File: config.mk
export PLATFORM = sky130hd
export DESIGN_NAME = cbuf_top
export DESIGN_NICKNAME = d
export VERILOG_FILES = /design/src/rtl/cbuf_pkg.sv /design/src/rtl/cbuf_ptrs.sv /design/src/rtl/cbuf_slots.sv /design/src/rtl/cbuf_top.sv
export SDC_FILE = /design/constraint.sdc
export NUM_CORES = 1
export LEC_CHECK = 0
export CAP_MARGIN = 20
export CORE_AREA = 4 4 123 125
export CTS_BUF_LIST = sky130_fd_sc_hd__clkbuf_16
export DETAILED_ROUTE_END_ITERATION = 8
export DIE_AREA = 0 0 127 129
export DONT_BUFFER_PORTS = 1
export SLEW_MARGIN = 25
export SYNTH_ARGS = -nofsm -noshare
export SYNTH_HDL_FRONTEND = slang
export SYNTH_HIERARCHICAL = 1
export SYNTH_SLANG_ARGS = --single-unit
File: constraint.sdc
create_clock -name clk -period 9.6 [get_ports clk]
set_clock_uncertainty 0.1 [all_clocks]
set_input_delay 2.4 -clock clk [delete_from_list [all_inputs] [get_ports clk]]
set_output_delay 2.4 -clock clk [all_outputs]
set_load 0.005 [all_outputs]
File: src/rtl/cbuf_pkg.sv
// Package: shared defaults and the per-cycle event bundle of the completion buffer.
package cbuf_pkg;
    localparam int CB_DEPTH_DEF  = 8;
    localparam int CB_DATA_W_DEF = 16;

    // Handshake events that fire on a clock edge
    typedef struct packed {
        logic grant;
        logic pop;
    } cb_evt_t;
endpackage

File: src/rtl/cbuf_ptrs.sv
// Module: cbuf_ptrs
// Holds the write index, read index and occupancy count of the ring.
// Assumes DEPTH is a power of two, so the indices wrap by overflow.
// The caller only raises evt.pop while at least one slot is occupied.
module cbuf_ptrs
    import cbuf_pkg::*;
#(
    parameter int DEPTH = CB_DEPTH_DEF,
    localparam int TOK_W = $clog2(DEPTH),
    localparam int CNT_W = TOK_W + 1
) (
    input  logic             clk,
    input  logic             rst_n,
    input  logic             tok_req,
    input  logic             pop,
    output cb_evt_t          evt,
    output logic [TOK_W-1:0] wr_idx,
    output logic [TOK_W-1:0] rd_idx,
    output logic [CNT_W-1:0] cnt,
    output logic             tok_avail
);
    localparam logic [CNT_W-1:0] FULL = CNT_W'(DEPTH);

    // Decode space availability and the events of this cycle
    always_comb begin
        tok_avail = (cnt != FULL);
        evt.grant = tok_req && tok_avail;
        evt.pop   = pop;
    end

    // Advance the write index on every grant
    always_ff @(posedge clk) begin
        if (!rst_n)         wr_idx <= '0;
        else if (evt.grant) wr_idx <= wr_idx + 1'b1;
    end

    // Advance the read index on every release
    always_ff @(posedge clk) begin
        if (!rst_n)       rd_idx <= '0;
        else if (evt.pop) rd_idx <= rd_idx + 1'b1;
    end

    // Track the number of outstanding tokens
    always_ff @(posedge clk) begin
        if (!rst_n) cnt <= '0;
        else begin
            case ({evt.grant, evt.pop})
                2'b10:   cnt <= cnt + 1'b1;
                2'b01:   cnt <= cnt - 1'b1;
                default: cnt <= cnt;
            endcase
        end
    end


    cnt_bound_chk: assert property (@(posedge clk) disable iff (!rst_n)
        cnt <= FULL);

    tok_step_chk: assert property (@(posedge clk) disable iff (!rst_n)
        evt.grant |=> wr_idx == TOK_W'($past(wr_idx) + 1'b1));

    rd_step_chk: assert property (@(posedge clk) disable iff (!rst_n)
        evt.pop |=> rd_idx == TOK_W'($past(rd_idx) + 1'b1));

    cnt_hold_chk: assert property (@(posedge clk) disable iff (!rst_n)
        (evt.grant && evt.pop) |=> $stable(cnt));
endmodule

File: src/rtl/cbuf_slots.sv
// Module: cbuf_slots
// Ring of data slots, each with a filled flag.
// A grant clears the flag of the granted slot, and an accepted write sets it.
// Assumes put_ok is already qualified, so it is high only for an outstanding token.
module cbuf_slots #(
    parameter int DEPTH  = 8,
    parameter int DATA_W = 16,
    localparam int TOK_W = $clog2(DEPTH)
) (
    input  logic              clk,
    input  logic              rst_n,
    input  logic              grant,
    input  logic [TOK_W-1:0]  wr_idx,
    input  logic              put_vld,
    input  logic              put_ok,
    input  logic [TOK_W-1:0]  put_tok,
    input  logic [DATA_W-1:0] put_data,
    input  logic [TOK_W-1:0]  rd_idx,
    output logic              head_full,
    output logic [DATA_W-1:0] head_data
);
    logic [DEPTH-1:0]  full_q;
    logic [DATA_W-1:0] data_q [DEPTH];

    for (genvar s = 0; s < DEPTH; s++) begin : g_slot
        // Clear the flag on grant and set it on an accepted write
        always_ff @(posedge clk) begin
            if (!rst_n)
                full_q[s] <= 1'b0;
            else if (grant && wr_idx == TOK_W'(s))
                full_q[s] <= 1'b0;
            else if (put_ok && put_tok == TOK_W'(s))
                full_q[s] <= 1'b1;
        end

        // Capture the result data of an accepted write
        always_ff @(posedge clk) begin
            if (!rst_n)
                data_q[s] <= '0;
            else if (put_ok && put_tok == TOK_W'(s))
                data_q[s] <= put_data;
        end
    end

    // Present the oldest slot
    always_comb begin
        head_full = full_q[rd_idx];
        head_data = data_q[rd_idx];
    end


    regrant_clear_chk: assert property (@(posedge clk) disable iff (!rst_n)
        grant |=> !full_q[$past(wr_idx)]);

    stray_put_chk: assert property (@(posedge clk) disable iff (!rst_n)
        (put_vld && !put_ok && !grant) |=> $stable(full_q));

    put_fill_chk: assert property (@(posedge clk) disable iff (!rst_n)
        put_ok |=> full_q[$past(put_tok)]);
endmodule

File: src/rtl/cbuf_top.sv
// Module: cbuf_top
// Tokenized in-order completion buffer. It hands out sequential tokens,
// accepts results against them in any order, and releases the results
// strictly in token order. Assumes DEPTH is a power of two.
module cbuf_top
    import cbuf_pkg::*;
#(
    parameter int DEPTH  = CB_DEPTH_DEF,
    parameter int DATA_W = CB_DATA_W_DEF,
    localparam int TOK_W = $clog2(DEPTH),
    localparam int CNT_W = TOK_W + 1
) (
    input  logic              clk,
    input  logic              rst_n,
    input  logic              tok_req,
    output logic              tok_avail,
    output logic [TOK_W-1:0]  tok_id,
    input  logic              put_vld,
    input  logic [TOK_W-1:0]  put_tok,
    input  logic [DATA_W-1:0] put_data,
    output logic              res_vld,
    output logic [DATA_W-1:0] res_data,
    input  logic              res_rdy
);
    cb_evt_t          evt;
    logic [TOK_W-1:0] wr_idx;
    logic [TOK_W-1:0] rd_idx;
    logic [CNT_W-1:0] cnt;
    logic [TOK_W-1:0] put_age;
    logic             put_ok;
    logic             head_full;
    logic             pop;

    // A write is accepted only when its token lies inside the outstanding window
    always_comb begin
        put_age = put_tok - rd_idx;
        put_ok  = put_vld && ({1'b0, put_age} < cnt);
    end

    // Release needs an outstanding token whose slot is filled
    always_comb begin
        res_vld = (cnt != '0) && head_full;
        pop     = res_vld && res_rdy;
        tok_id  = wr_idx;
    end

    cbuf_ptrs #(.DEPTH(DEPTH)) i_ptrs (
        .clk       (clk),
        .rst_n     (rst_n),
        .tok_req   (tok_req),
        .pop       (pop),
        .evt       (evt),
        .wr_idx    (wr_idx),
        .rd_idx    (rd_idx),
        .cnt       (cnt),
        .tok_avail (tok_avail)
    );

    cbuf_slots #(.DEPTH(DEPTH), .DATA_W(DATA_W)) i_slots (
        .clk       (clk),
        .rst_n     (rst_n),
        .grant     (evt.grant),
        .wr_idx    (wr_idx),
        .put_vld   (put_vld),
        .put_ok    (put_ok),
        .put_tok   (put_tok),
        .put_data  (put_data),
        .rd_idx    (rd_idx),
        .head_full (head_full),
        .head_data (res_data)
    );


    empty_quiet_chk: assert property (@(posedge clk) disable iff (!rst_n)
        (pop && cnt == CNT_W'(1) && !evt.grant) |=> !res_vld);
endmodule

==> flow_metrics.env, run 1 <==
export IMPL_netlist_area_sq_um=6920
export IMPL_hold_buffers=0
export IMPL_crit_arrival_ps=5260
export IMPL_ant_nets=0
export IMPL_dieHeight_microns=129
export IMPL_rr_startpoint="i_ptrs/rd_idx[0]"
export IMPL_p_seq_share_pct=49.7
export IMPL_post_cts_buffers=0
export IMPL_die_area_sq_um=16400
export IMPL_maxCapViolCount=0
export IMPL_chipWidth_microns=127
export IMPL_critPathMaxFanout=13
export IMPL_rows=43
export IMPL_cts_reportedPaths_clkPinSlew_ps=60
export IMPL_ios=45
export IMPL_grt_max_degree=65
export IMPL_worstSetupEndpointType="flip-flop"
export IMPL_synth_nets=519
export IMPL_min_from="i_ptrs/cnt[3]"
export IMPL_path_class="in2reg"
export IMPL_antenna_found_initial=0
export IMPL_synthCells=485
export IMPL_nets=505
export IMPL_peakVddDrop_v=0.000126
export IMPL_hold_depth=2
export IMPL_p_int_mw=1.12
export IMPL_power_frac_clock_pct=44.9
export IMPL_timing_rr_end="i_slots/data_q[6][4]"
export IMPL_syn_avg_cell_area_sq_um=14.3
export IMPL_cts_resized_gates=0
export IMPL_setup_tns_ps=0
export IMPL_relSlewSlack_pct=33.3
export IMPL_finalPower_mw=1.45
export IMPL_fill_cells=1124
export IMPL_dr_total_vias=4037
export IMPL_dpl_cell_area_sq_um=7060
export IMPL_status="finished, final reports clean"
export IMPL_numCtsBuffers=17
export IMPL_required_ps=9630
export IMPL_slew_viol_final=0
export IMPL_worstSkewPairLatency_ps=430
export IMPL_drt_iter0_drc=311
export IMPL_finalSetupViolCount=0
export IMPL_tightestPinTransition_ps=1000
export IMPL_place_gp_congestion=0.738
export IMPL_hold_viol=0
export IMPL_period_share_pct=54.4
export IMPL_total_leakage_power_nw=2.59
export IMPL_cts_sinks=146
export IMPL_stdcell_count=664
export IMPL_drive_gt1_share_pct=19.0
export IMPL_postLayoutCellArea_sq_um=7660
export IMPL_grt_overflow_total=0
export IMPL_diodes=0
export IMPL_root_buffer="clkbuf_16"
export IMPL_wl_per_cell_microns=23.1
export IMPL_fin_hold_ws_ps=419
export IMPL_hold_class="reg2reg"
export IMPL_yosysWarningCount=6
export IMPL_most_common_layout_cells="128 x nor3_1, 128 x edfxtp_1, 24 x mux4_1"
export IMPL_grt_util_all_layers_pct=20.0
export IMPL_final_core_util_pct=55.2
export IMPL_maxClockFrequency_mhz=191
export IMPL_area_delta_synth_final_pct=10.7
export IMPL_clk_path_buf_depth=2
export IMPL_pre_cts_slack_ps=3940
export IMPL_switching_power_mw=0.332
export IMPL_start_util_pct=49.9
export IMPL_drt_total_wl_microns=15300
export IMPL_period_needed_ps=5230
export IMPL_dp_hpwl_microns=8870
export IMPL_power_density_nw_per_um2=190
export IMPL_place_inst=632
export IMPL_port_buffers=0
export IMPL_drc_errors=0
export IMPL_rsz0062_at_grt="false"
export IMPL_vias_per_cell=6.08
export IMPL_cts_htree_levels=4
export IMPL_start_kind="input port"
export IMPL_grt_pass1_vias=4139
export IMPL_power_switching_fraction_pct=22.8
export IMPL_power_frac_comb_pct=5.4
export IMPL_rr_worst_depth=11
export IMPL_setup_slack_ps=4370
export IMPL_regToRegSetupSlack_ps=5400
export IMPL_cts_tree="done"
export IMPL_core_sq_um=13900
export IMPL_grt_pass1_wl_microns=24500
export IMPL_holdPathEnd="i_ptrs/cnt[3]"
export IMPL_drtPass1Iterations=5
sequential cells by signal, summed over array words and instances, names as in the netlist:
signal and count:
i_ptrs/wr_idx 3, i_ptrs/rd_idx 3, i_slots/full_q 8, i_slots/data_q 128, i_ptrs/cnt 4
worst max path at each step:
stage | end | slack, ps | startpoint
5_1_grt | i_slots/data_q[6][1] | 4050 | put_tok[0]
2_1_floorplan | i_slots/data_q[7][0] | 3840 | put_tok[0]
6_report | i_slots/data_q[6][4] | 4370 | put_tok[0]
3_5_place_dp | i_slots/data_q[6][4] | 3940 | put_tok[0]
4_1_cts | i_slots/data_q[6][1] | 4340 | put_tok[0]
3_3_place_gp | i_slots/data_q[6][4] | 4020 | put_tok[0]
power groups by stage:
| stage | sequential (mW) | combinational, mW | clock (mW) |
|---|---|---|---|
| after floorplan | 0.734 | 0.0571 | 0 |
| after global placement | 0.736 | 0.0770 | 0 |
| after detailed placement | 0.737 | 0.0788 | 0 |
| after CTS | 0.724 | 0.0791 | 0.665 |
| after global routing | 0.725 | 0.0862 | 0.693 |
| final | 0.723 | 0.0786 | 0.653 |
layout make-up:
class,instances,area [sq um],area share (%)
repair buffers,12,90.1,1.18
clock buffers,17,425,5.55
flip-flops and latches,146,4210,54.9
well taps,180,225,2.94
clock inverters,15,161,2.11
inverters,25,93.8,1.22
multi-input cells,269,2460,32.1
routing by layer:
metal | part of all wire [%] | track usage (%) | routed length, microns | vias to the layer above
met1 | 45 | 27.3 | 6830 | 2045
met5 | 0 | 0 | 0 | -
met3 | 5.4 | 5.56 | 833 | 19
met2 | 49 | 31.2 | 7440 | 97
li1 | - | - | - | 1876
met4 | 1.5 | 6.88 | 229 | 0
critical path, cell delays in order:
cell     delay (ps)
inv_1            30
ha_1            130
inv_1            50
fa_1            370
xnor2_1         170
ha_1            240
nor3b_1         220
a221o_1         370
nand2_1         210
o21ai_1         720
buf_4           340
Power figures use the tool's default switching activity.
==> inputs of run 2 (changes only) <==
PLACE_DENSITY = 0.67   (was unset)
clock period = 4.35 ns   (was 9.6 ns; I/O delays follow)
==> run 2 against run 1 <==
Effect of this change: sequential share of layout area shrank 0.21 points; first-iteration DRC count up 54%; register-to-register slack got worse by 4300 ps; non-clock buffer count up 5; final cell count is 0.75% higher; wire length shrank 3.7%; design area is 0.36% higher; critical endpoint is now res_data[4]; largest power group unchanged.
==> flow_metrics.env, run 2 (synthesis results as in run 1) <==
export IMPL_cts_sinks=146
export IMPL_place_gp_congestion=0.770
export IMPL_use_met1_pct=27.7
export IMPL_met2_usage_pct=28.9
export IMPL_grt_util_all_layers_pct=19.2
export IMPL_worstSkewPairLatency_ps=420
export IMPL_period_share_pct=82.4
export IMPL_worstSetupEndpointType="output port"
export IMPL_hold_viol=0
export IMPL_grt_pass1_vias=4142
export IMPL_dp_hpwl_microns=8980
export IMPL_grt_util_met3_pct=4.48
export IMPL_clk_path_buf_depth=2
export IMPL_cts_reportedPaths_clkPinSlew_ps=60
export IMPL_top_regs="i_slots/data_q: 128 flops, i_slots/full_q: 8 flops, i_ptrs/cnt: 4 flops"
export IMPL_maxCapViolCount=0
export IMPL_cp_startpoint="i_ptrs/rd_idx[0]"
export IMPL_core_sq_um=13900
export IMPL_pre_cts_slack_ps=616
export IMPL_largest_register="i_slots/data_q"
export IMPL_finalPower_mw=3.22
export IMPL_busiest_layer="met2"
export IMPL_drt_iter0_drc=480
export IMPL_port_buffers=0
export IMPL_nets=510
export IMPL_grt_max_degree=65
export IMPL_cts_htree_levels=4
export IMPL_rr_startpoint="i_ptrs/rd_idx[1]"
export IMPL_wl_per_cell_microns=22.1
export IMPL_antenna_found_initial=0
export IMPL_drtPass1Iterations=5
export IMPL_chipWidth_microns=127
export IMPL_ant_nets=0
export IMPL_maxClockFrequency_mhz=279
export IMPL_dieHeight_microns=129
export IMPL_crit_arrival_ps=2400
export IMPL_die_area_sq_um=16400
export IMPL_post_cts_buffers=0
export IMPL_drive_gt1_share_pct=18.6
export IMPL_dr_total_vias=4158
export IMPL_power_density_nw_per_um2=418
export IMPL_path_buf_inv=1
export IMPL_path_class="reg2out"
export IMPL_peakVddDrop_v=0.000298
export IMPL_drt_total_wl_microns=14800
export IMPL_start_util_pct=49.9
export IMPL_critPathMaxFanout=34
export IMPL_cp_top_family="multiplexers"
export IMPL_finalSetupViolCount=0
export IMPL_setup_tns_ps=0
export IMPL_diodes=0
export IMPL_area_delta_synth_final_pct=11.1
export IMPL_required_ps=3160
export IMPL_start_kind="flip-flop"
export IMPL_vias_per_cell=6.22
export IMPL_cp_slowest_cell="mux4_1"
export IMPL_rows=43
export IMPL_ios=45
export IMPL_grt_pass1_wl_microns=23600
export IMPL_hold_class="reg2reg"
export IMPL_grt_overflow_total=0
export IMPL_slowest_delay_ps=730
export IMPL_cts_resized_gates=0
export IMPL_slew_viol_final=0
export IMPL_cts_tree="done"
export IMPL_setup_slack_ps=767
export IMPL_crit_chain="buf_4 -> mux4_1 -> mux2_2"
export IMPL_numCtsBuffers=17
export IMPL_tightestPinTransition_ps=709
export IMPL_root_buffer="clkbuf_16"
export IMPL_relSlewSlack_pct=52.7
export IMPL_status="finished, final reports clean"
export IMPL_most_common_layout_cells="128 x nor3_1, 128 x edfxtp_1, 24 x mux4_1"
export IMPL_period_needed_ps=3580
export IMPL_total_leakage_power_nw=2.63
export IMPL_hold_buffers=0
export IMPL_rsz0062_at_grt="false"
export IMPL_largest_reg_flops=128
export IMPL_min_from="i_ptrs/cnt[3]"
export IMPL_drc_errors=0
==> run 2: area by class of cell <==
type | instances | area [sq um]
fill | 1091 | 6190
multi-input combinational | 269 | 2420
clock inverter | 15 | 165
tap | 180 | 225
sequential | 146 | 4210
inverter | 25 | 93.8
timing repair buffer | 17 | 153
clock buffer | 17 | 425
==> run 2: routing by layer <==
metal / vias up / routed length (microns) / share of wire (%)
met3: 15 / 956 / 6.5
met4: 0 / 206 / 1.4
met5: - / 0 / 0
li1: 1889 / - / -
met2: 142 / 7010 / 47
met1: 2112 / 6590 / 45
==> run 2: worst reg2reg max path, delay by kind of cell (launching register included) <==
kind                     cells  cell delay, ps
AO/OA/AOI/OAI                2             560
AND/OR/NAND/NOR              2             380
adder cells (fa/ha/maj)      2             670
flip-flops                   1             660
XOR/XNOR                     1             170
buffers and inverters        2             420
==> run 2: per-stage QoR <==
stage	utilization [%]	cell area, sq um	instances	hold WS, ps
final	55.4	7690	669	404
after global routing	55.4	7690	669	466
after CTS	55.4	7690	669	405
after detailed placement	51.2	7100	637	395
after global placement	51.2	7100	637	389
after floorplan	-	6920	485	368
==> run 2: worst paths after layout <==
check / end / slack (ps) / cells after the start
max: res_data[4] / 770 / 3
max reg2reg: i_slots/data_q[2][12] / 1070 / 9
min reg2reg: i_ptrs/cnt[3] / 400 / 2
min: i_ptrs/cnt[3] / 400 / 2
==> run 2: power breakdown <==
| part | leakage (nW) | internal (mW) | switching (mW) | total, mW |
|---|---|---|---|---|
| logic | 0.869 | 0.0571 | 0.118 | 0.175 |
| registers | 1.47 | 1.58 | 0.0198 | 1.60 |
| clock network | 0.290 | 0.816 | 0.632 | 1.45 |
